--- src/rtl/ds3_fill_pkg.sv ---
package ds3_fill_pkg;

  typedef enum logic [1:0] {
    MODE_PASS = 2'd0,
    MODE_AIS  = 2'd1,
    MODE_IDLE = 2'd2
  } fill_mode_e;

  // AIS takes priority over idle
  function automatic fill_mode_e pick_mode(input logic ais, input logic idle);
    if (ais)  return MODE_AIS;
    if (idle) return MODE_IDLE;
    return MODE_PASS;
  endfunction

  // payload fill, k counts from 0 right after the overhead bit
  function automatic logic fill_bit(input fill_mode_e m, input int unsigned k);
    if (m == MODE_AIS) return (k % 2) == 0;
    return (k % 4) < 2;
  endfunction

  // overhead value in a fill mode; blk = overhead slot in subframe, sub = subframe
  function automatic logic ovh_bit(input fill_mode_e m, input int unsigned blk,
                                   input int unsigned sub, input logic d, input logic par);
    logic r;
    r = d;
    case (blk)
      1, 7: r = 1'b1;
      3, 5: r = 1'b0;
      2, 4, 6: begin
        if (m == MODE_AIS)  r = 1'b0;
        else if (sub == 2)  r = 1'b0;
      end
      default: begin
        case (sub)
          0, 1: if (m == MODE_AIS) r = 1'b1;
          2, 3: r = par;
          5:    r = 1'b1;
          default: r = 1'b0;
        endcase
      end
    endcase
    return r;
  endfunction

endpackage

--- src/rtl/ds3_pos_track.sv ---
module ds3_pos_track #(
  parameter int BLK_BITS = 85,
  parameter int BLKS     = 8,
  parameter int SUBS     = 7
) (
  input  logic                        clk,
  input  logic                        rst_n,
  input  logic                        sync,
  output logic [$clog2(BLK_BITS)-1:0] bit_idx,
  output logic [$clog2(BLKS)-1:0]     blk_idx,
  output logic [$clog2(SUBS)-1:0]     sub_idx,
  output logic                        at_start
);
  localparam int BW = $clog2(BLK_BITS);
  localparam int KW = $clog2(BLKS);
  localparam int SW = $clog2(SUBS);
  localparam logic [BW-1:0] BIT_LAST = BW'(BLK_BITS - 1);
  localparam logic [KW-1:0] BLK_LAST = KW'(BLKS - 1);
  localparam logic [SW-1:0] SUB_LAST = SW'(SUBS - 1);

  logic [BW-1:0] nxt_bit_q;
  logic [KW-1:0] nxt_blk_q;
  logic [SW-1:0] nxt_sub_q;

  assign bit_idx  = sync ? '0 : nxt_bit_q;
  assign blk_idx  = sync ? '0 : nxt_blk_q;
  assign sub_idx  = sync ? '0 : nxt_sub_q;
  assign at_start = (bit_idx == '0) && (blk_idx == '0) && (sub_idx == '0);

  always_ff @(posedge clk) begin
    if (!rst_n) begin
      nxt_bit_q <= '0;
      nxt_blk_q <= '0;
      nxt_sub_q <= '0;
    end else if (bit_idx != BIT_LAST) begin
      nxt_bit_q <= bit_idx + 1'b1;
      nxt_blk_q <= blk_idx;
      nxt_sub_q <= sub_idx;
    end else begin
      nxt_bit_q <= '0;
      if (blk_idx != BLK_LAST) begin
        nxt_blk_q <= blk_idx + 1'b1;
        nxt_sub_q <= sub_idx;
      end else begin
        nxt_blk_q <= '0;
        nxt_sub_q <= (sub_idx == SUB_LAST) ? '0 : sub_idx + 1'b1;
      end
    end
  end
endmodule

--- src/rtl/ds3_par_track.sv ---
module ds3_par_track (
  input  logic clk,
  input  logic rst_n,
  input  logic at_start,
  input  logic is_payload,
  input  logic out_bit,
  output logic prev_par
);
  logic acc_q;

  always_ff @(posedge clk) begin
    if (!rst_n) begin
      acc_q    <= 1'b0;
      prev_par <= 1'b0;
    end else if (at_start) begin
      prev_par <= acc_q;
      acc_q    <= is_payload & out_bit;
    end else if (is_payload) begin
      acc_q    <= acc_q ^ out_bit;
    end
  end
endmodule

--- src/rtl/ds3_fill_mux.sv ---
module ds3_fill_mux import ds3_fill_pkg::*; #(
  parameter int BLK_BITS = 85,
  parameter int BLKS     = 8,
  parameter int SUBS     = 7
) (
  input  fill_mode_e                  mode,
  input  logic [$clog2(BLK_BITS)-1:0] bit_idx,
  input  logic [$clog2(BLKS)-1:0]     blk_idx,
  input  logic [$clog2(SUBS)-1:0]     sub_idx,
  input  logic                        din,
  input  logic                        par,
  output logic                        is_payload,
  output logic                        ovw_bit
);
  assign is_payload = (bit_idx != '0);

  always_comb begin
    if (mode == MODE_PASS)
      ovw_bit = din;
    else if (is_payload)
      ovw_bit = fill_bit(mode, int'(bit_idx) - 1);
    else
      ovw_bit = ovh_bit(mode, int'(blk_idx), int'(sub_idx), din, par);
  end
endmodule

--- src/rtl/ds3_alarm_fill.sv ---
module ds3_alarm_fill import ds3_fill_pkg::*; #(
  parameter int BLK_BITS = 85,
  parameter int BLKS     = 8,
  parameter int SUBS     = 7
) (
  input  logic clk,
  input  logic rst_n,
  input  logic mf_sync,
  input  logic bit_in,
  input  logic ais_req,
  input  logic idle_req,
  output logic bit_out
);
  localparam int BW = $clog2(BLK_BITS);
  localparam int KW = $clog2(BLKS);
  localparam int SW = $clog2(SUBS);

  logic [BW-1:0] bit_idx;
  logic [KW-1:0] blk_idx;
  logic [SW-1:0] sub_idx;
  logic          at_mf_start;
  logic          is_payload;
  logic          ovw_bit;
  logic          prev_par;
  fill_mode_e    mode_q;
  fill_mode_e    cur_mode;

  ds3_pos_track #(.BLK_BITS(BLK_BITS), .BLKS(BLKS), .SUBS(SUBS)) u_pos (
    .clk(clk), .rst_n(rst_n), .sync(mf_sync),
    .bit_idx(bit_idx), .blk_idx(blk_idx), .sub_idx(sub_idx), .at_start(at_mf_start)
  );

  assign cur_mode = at_mf_start ? pick_mode(ais_req, idle_req) : mode_q;

  always_ff @(posedge clk) begin
    if (!rst_n) mode_q <= MODE_PASS;
    else        mode_q <= cur_mode;
  end

  ds3_fill_mux #(.BLK_BITS(BLK_BITS), .BLKS(BLKS), .SUBS(SUBS)) u_mux (
    .mode(cur_mode), .bit_idx(bit_idx), .blk_idx(blk_idx), .sub_idx(sub_idx),
    .din(bit_in), .par(prev_par), .is_payload(is_payload), .ovw_bit(ovw_bit)
  );

  ds3_par_track u_par (
    .clk(clk), .rst_n(rst_n), .at_start(at_mf_start),
    .is_payload(is_payload), .out_bit(ovw_bit), .prev_par(prev_par)
  );

  always_ff @(posedge clk) begin
    if (!rst_n) bit_out <= 1'b0;
    else        bit_out <= ovw_bit;
  end
endmodule

--- config.mk ---
export PLATFORM = sky130hd
export DESIGN_NAME = ds3_alarm_fill
export DESIGN_NICKNAME = d
export VERILOG_FILES = /design/src/rtl/ds3_fill_pkg.sv /design/src/rtl/ds3_pos_track.sv /design/src/rtl/ds3_par_track.sv /design/src/rtl/ds3_fill_mux.sv /design/src/rtl/ds3_alarm_fill.sv
export SDC_FILE = /design/constraint.sdc
export NUM_CORES = 1
export LEC_CHECK = 0
export ABC_AREA = 1
export ABC_CLOCK_PERIOD_IN_PS = 3050
export BUFFER_PORTS_ARGS = -buffer_cell sky130_fd_sc_hd__buf_2
export CAP_MARGIN = 25
export CORE_MARGIN = 2
export CORE_UTILIZATION = 35
export CTS_BUF_LIST = sky130_fd_sc_hd__clkbuf_16
export DETAILED_ROUTE_END_ITERATION = 8
export GPL_ROUTABILITY_DRIVEN = 1
export PLACE_DENSITY = 0.53
export SYNTH_ARGS = -nofsm -noshare
export SYNTH_HDL_FRONTEND = slang
export SYNTH_SLANG_ARGS = --single-unit
--- constraint.sdc ---
create_clock -name clk -period 3.05 [get_ports clk]
set_input_delay 0.61 -clock clk [delete_from_list [all_inputs] [get_ports clk]]
set_output_delay 0.61 -clock clk [all_outputs]
set_load 0.05 [all_outputs]
**Word level (Yosys, flattened, before mapping)**

Index checks and enable logic that the tools add are counted.

- Register bits after elaboration: 18
- Bits of input ports: 6
- Logic and storage cells: 74

- Add/subtract/negate cells: 4
- Order comparisons: 1
- Equality and inequality tests: 15
- Mux-type cells: 30
- Bitwise gates (word level): 2
- Reductions and logical operators: 15

Operator list:

| operator | number |
|---|---|
| 32-bit zero test | 1 |
| 3-bit two-way mux | 7 |
| 3-bit equality test (second input constant) | 6 |
| 1-bit two-way mux | 15 |
| 3-bit by 2-bit equality test with 1-bit output (second input constant) | 4 |
| 2-bit two-way mux | 5 |
| 2-bit OR reduction | 4 |
| 7-bit by 1-bit adder with 7-bit output (second input constant) | 1 |
| 7-bit zero test | 1 |
| 7-bit two-way mux | 1 |
| 7-bit != test (second input constant) | 1 |
| 7-bit nonzero test | 1 |
| 3-bit by 1-bit adder with 3-bit output (second input constant) | 2 |
| 3-bit by 1-bit equality test with 1-bit output (second input constant) | 2 |
| 3-bit zero test | 2 |
| 1-bit case mux with 3 select lines | 2 |
| 3-bit != test (second input constant) | 1 |
| 3-bit OR reduction | 1 |
| 2-bit by 1-bit equality test with 1-bit output (second input constant) | 1 |
| 1-bit logical AND | 2 |
| 2-bit zero test | 1 |
| 2-bit less-than comparator (second input constant) | 1 |
| 2-bit AND reduction | 1 |
| 2-bit nonzero test | 1 |
| other kinds (3) | 3 |

**Depth between registers and ports, before layout**

- Depth after elaboration: 15
- Mapped depth: 20
- Mapped depth without buffers: 20

**Hierarchy**

From an unflattened synthesis, not the netlist that was laid out.

- Cell total of the unflattened synthesis: 177
- Area total of the unflattened synthesis: 1156.1 sq um

Modules (own cells, without submodules):

| module | instances | cells an instance | area an instance (sq um) | sequential area each (sq um) |
|---|---|---|---|---|
| ds3_pos_track | 1 | 111 | 762.0 | 260.2 |
| ds3_fill_mux | 1 | 37 | 183.9 | 0.0 |
| ds3_alarm_fill | 1 | 16 | 121.4 | 60.1 |
| ds3_par_track | 1 | 13 | 88.8 | 40.0 |

**Worst setup path after synthesis**

No wires, ideal clock.

- Path kind: input to register
- From: in mf_sync
- To: reg u_par.acc_q
- Arrival time: 2086 ps
- Slack: 849 ps
- Stages: 19
- Path buffers: 1
- Cells stage by stage: inv_2 > buf_12 > nand2_1 > ha_1 > nand3_4 > nor2_8 > nand2_4 > nand2_4 > nand2_4 > nand2_2 > nand2_1 > nand2_1 > nand2_1 > nand2_1 > nand2_1 > nand2_2 > nand2_2 > a21oi_1 > nor2_1

- Cells in the longest elaborated chain, start to end: 15
- Elaborated cells between the ends (all ways): 48
- Classes of those cells: add/sub (1); order compare (1); eq/ne (12); mux (18); bitwise (2); reduce/logical (14)

RTL lines:

| what | line | RTL |
|---|---|---|
| start: declaration | ds3_alarm_fill.sv:8 | `input logic mf_sync,` |
| branches (longest 15 deep; another with 7-bit two-way mux) | - |  |
| end signal: assignment | ds3_par_track.sv:17 | `acc_q <= is_payload & out_bit;` |
| end signal: assignment | ds3_par_track.sv:19 | `acc_q <= acc_q ^ out_bit;` |
| end: declaration | ds3_par_track.sv:9 | `logic acc_q;` |

Several ways; the timed one is not identified. The select of a mux whose other input is x is not followed.
A chain may end at the register's enable or synchronous reset.

**Worst setup path after layout**

Same ends and word-level chain as after synthesis.

==> impl_metrics.json <==
{
  "numCtsBuffers": 3,
  "drc": 0,
  "wl_per_cell_um": 10.3,
  "synth-edff-count": 0,
  "yosys-top-cells-count": "nand2_1, inv_1, nor2_1",
  "synth.most_common_cell": "nand2_1",
  "place_area_mm2": 0.00125,
  "status": "finished clean",
  "die_w_um": 62.1,
  "leakage_nw": 0.691,
  "netlist_area_mm2": 0.00118,
  "p_per_area_mw_per_mm2": 433,
  "post_cts_buffers": 0,
  "grt_pass1_wl_um": 3770,
  "setup_viol": 0,
  "dp.cells": 211,
  "finalHoldViolCount": 0,
  "synth_area_leader_cell": "dfxtp_1",
  "postLayoutCellArea_mm2": 0.00133,
  "cts-hold-fix-buffers": 0,
  "rrSetupSlack_ns": 1.15,
  "viasPerCell": 4.40,
  "clk_pin_slew_ns": 0.05,
  "clockRootBuffer": "clkbuf_16",
  "antennaDiodeCount": 0,
  "row_count": 21,
  "io_pins": 7,
  "seqPwrFrac_pct": 42.3,
  "internal_power_w": 0.000441,
  "insertion_delay_ns": 0.25,
  "ir_worst_vdd_v": 0.000259,
  "drive_above_1_share_pct": 20.1,
  "postRouteAntennaNets": 0,
  "via_count": 945,
  "ys_warn_count": 0,
  "worstMarginPinSlew_ns": 0.304,
  "required_ns": 3.19,
  "p_sw_w": 0.000136,
  "area_growth_pct": 13.0,
  "core_mm2": 0.00328,
  "synth-async-reset-ratio_pct": 0,
  "grt_max_degree": 11,
  "dieArea_mm2": 0.00385,
  "pwr-share-clk_pct": 44.7,
  "nets": 184,
  "fill_cells": 355,
  "wirelength_um": 2200,
  "finalCritPeriodShare_pct": 70.5,
  "finalNonFillerCells": 215,
  "start_util_pct": 35.9,
  "hpwl_um": 1770,
  "die_y_um": 62.1,
  "hold_class": "flip-flop to flip-flop",
  "ys_seq_elements": 18,
  "end_kind": "flip-flop",
  "syn_inst": 159,
  "htree_levels": 1,
  "cts_sinks": 18,
  "port_buffers": 6,
  "avgSynthCellArea_um2": 7.42,
  "ctsResizeCount": 0,
  "drt_iter0_markers": 17,
  "max_freq_mhz": 465,
  "cp.arrival_ns": 2.29,
  "start_kind": "input port",
  "slew_headroom_pct": 79.6,
  "slew_viol_final": 0,
  "gp_congestion": 0.785,
  "synth_top_area_share_pct": 30.5,
  "syn_nets": 173,
  "cts_tree": "yes",
  "cap_violations": 0,
  "fin_crit_ns": 2.15,
  "finalClockSkew_ns": 0.00357,
  "critical_path_class": "input port to flip-flop",
  "fin_setup_tns_ns": 0,
  "cts_buffer_depth": 2,
  "synth_cell_types": 25,
  "grt_overflow": 0,
  "power_frac_comb_pct": 13.0,
  "antenna_found_initial": 0,
  "seq_area_frac_synth_pct": 30.5,
  "grt_pass1_vias": 853,
  "p_sw_share_pct": 23.5,
  "drt-pass1-iter-count": 4,
  "rsz0062_at_grt": "no",
  "cp_max_fo": 10,
  "grt_usage_pct": 13.1,
  "synth.area.top_cells": "dfxtp_1, nand2_1, ha_1",
  "synthFlopType": "dfxtp_1"
}
-- critical path: stages --
cell and delay (ns):
buf_2 0.11, inv_2 0.18, nand2_1 0.17, ha_1 0.26, nand3_2 0.10, nor2_4 0.05
nand2_4 0.08, nand2_4 0.05, nand2_4 0.07, nand2_2 0.06, nand2_1 0.06, nand2_1 0.05
nand2_1 0.05, nand2_1 0.05, nand2_1 0.07, nand2_2 0.06, nand2_2 0.07, nand3_2 0.05
nand2_1 0.06, nor2_1 0.04
-- sequential cells by signal (all words and copies together) (netlist names) --
name             cells
u_pos.nxt_bit_q      7
u_pos.nxt_blk_q      3
u_pos.nxt_sub_q      3
mode_q               2
bit_out              1
u_par.acc_q          1
u_par.prev_par       1
-- cells in the final DEF, fill, tap and decap left out, types with 4 or more instances in the layout --
master / Yosys / routed
nand2_1: 30 / 30
inv_1: 25 / 25
nor2_1: 20 / 20
dfxtp_1: 18 / 18
a21oi_1: 12 / 12
nand2_4: 8 / 8
ha_1: 8 / 8
o21ai_0: 6 / 6
buf_2: 0 / 6
nand2_2: 5 / 5
nand3_1: 4 / 4
nor3_1: 4 / 4
-- stage by stage --
stage / utilization [%] / hold WS, ns / setup WS, ns / power (W)
2_1_floorplan: - / 0.454 / 0.849 / 0.000311
3_3_place_gp: 38.2 / 0.479 / 0.677 / 0.000324
3_5_place_dp: 38.2 / 0.483 / 0.633 / 0.000325
4_1_cts: 40.6 / 0.494 / 0.891 / 0.000589
5_1_grt: 40.6 / 0.522 / 0.718 / 0.000612
6_report: 40.6 / 0.491 / 0.901 / 0.000577
-- layer usage --
layer	vias up	share of wire (%)	global-route usage, %
li1	526	-	-
met1	412	51	18.6
met2	7	47	21.0
met3	0	2.2	2.48
met4	0	0	1.82
met5	-	0	0
-- power groups by stage --
stage / Combinational, W / Sequential, W / Clock, W
2_1_floorplan: 0.0000564 / 0.000254 / 0
4_1_cts: 0.0000761 / 0.000244 / 0.000269
3_3_place_gp: 0.0000753 / 0.000249 / 0
6_report: 0.0000750 / 0.000244 / 0.000258
5_1_grt: 0.0000844 / 0.000244 / 0.000283
3_5_place_dp: 0.0000757 / 0.000249 / 0
-- final timing paths --
path / endpoint / depth (start not counted) / start
setup / recovery: u_par.acc_q$_SDFFE_PN0P_ / 20 / mf_sync
hold / removal: u_par.prev_par$_SDFFE_PN0N_ / 2 / u_par.prev_par$_SDFFE_PN0N_
setup reg to reg: u_par.acc_q$_SDFFE_PN0P_ / 19 / u_pos.nxt_bit_q[1]$_SDFF_PN0_
hold reg to reg: u_par.prev_par$_SDFFE_PN0N_ / 2 / u_par.prev_par$_SDFFE_PN0N_
-- cell type report --
class | instances | area, um^2 | area share (%)
Tap cell | 46 | 57.6 | 4.32
Multi-Input combinational cell | 112 | 694 | 52.1
Clock inverter | 1 | 3.75 | 0.281
Clock buffer | 3 | 75.1 | 5.63
Timing Repair Buffer | 7 | 37.5 | 2.81
Inverter | 28 | 105 | 7.88
Sequential cell | 18 | 360 | 27.0
-- kinds of logic (layout without fill, tap and decap cells) --
logic type	count (synthesis)	after routing	synth area share [%]
AND/OR/NAND/NOR	79	79	38.3
buffers and inverters	29	39	10.6
AO/OA/AOI/OAI	24	24	11.3
flip-flops	18	18	30.5
adder cells (fa/ha/maj)	8	8	8.48
XOR/XNOR	1	1	0.742
Power figures use the tool's default switching activity.
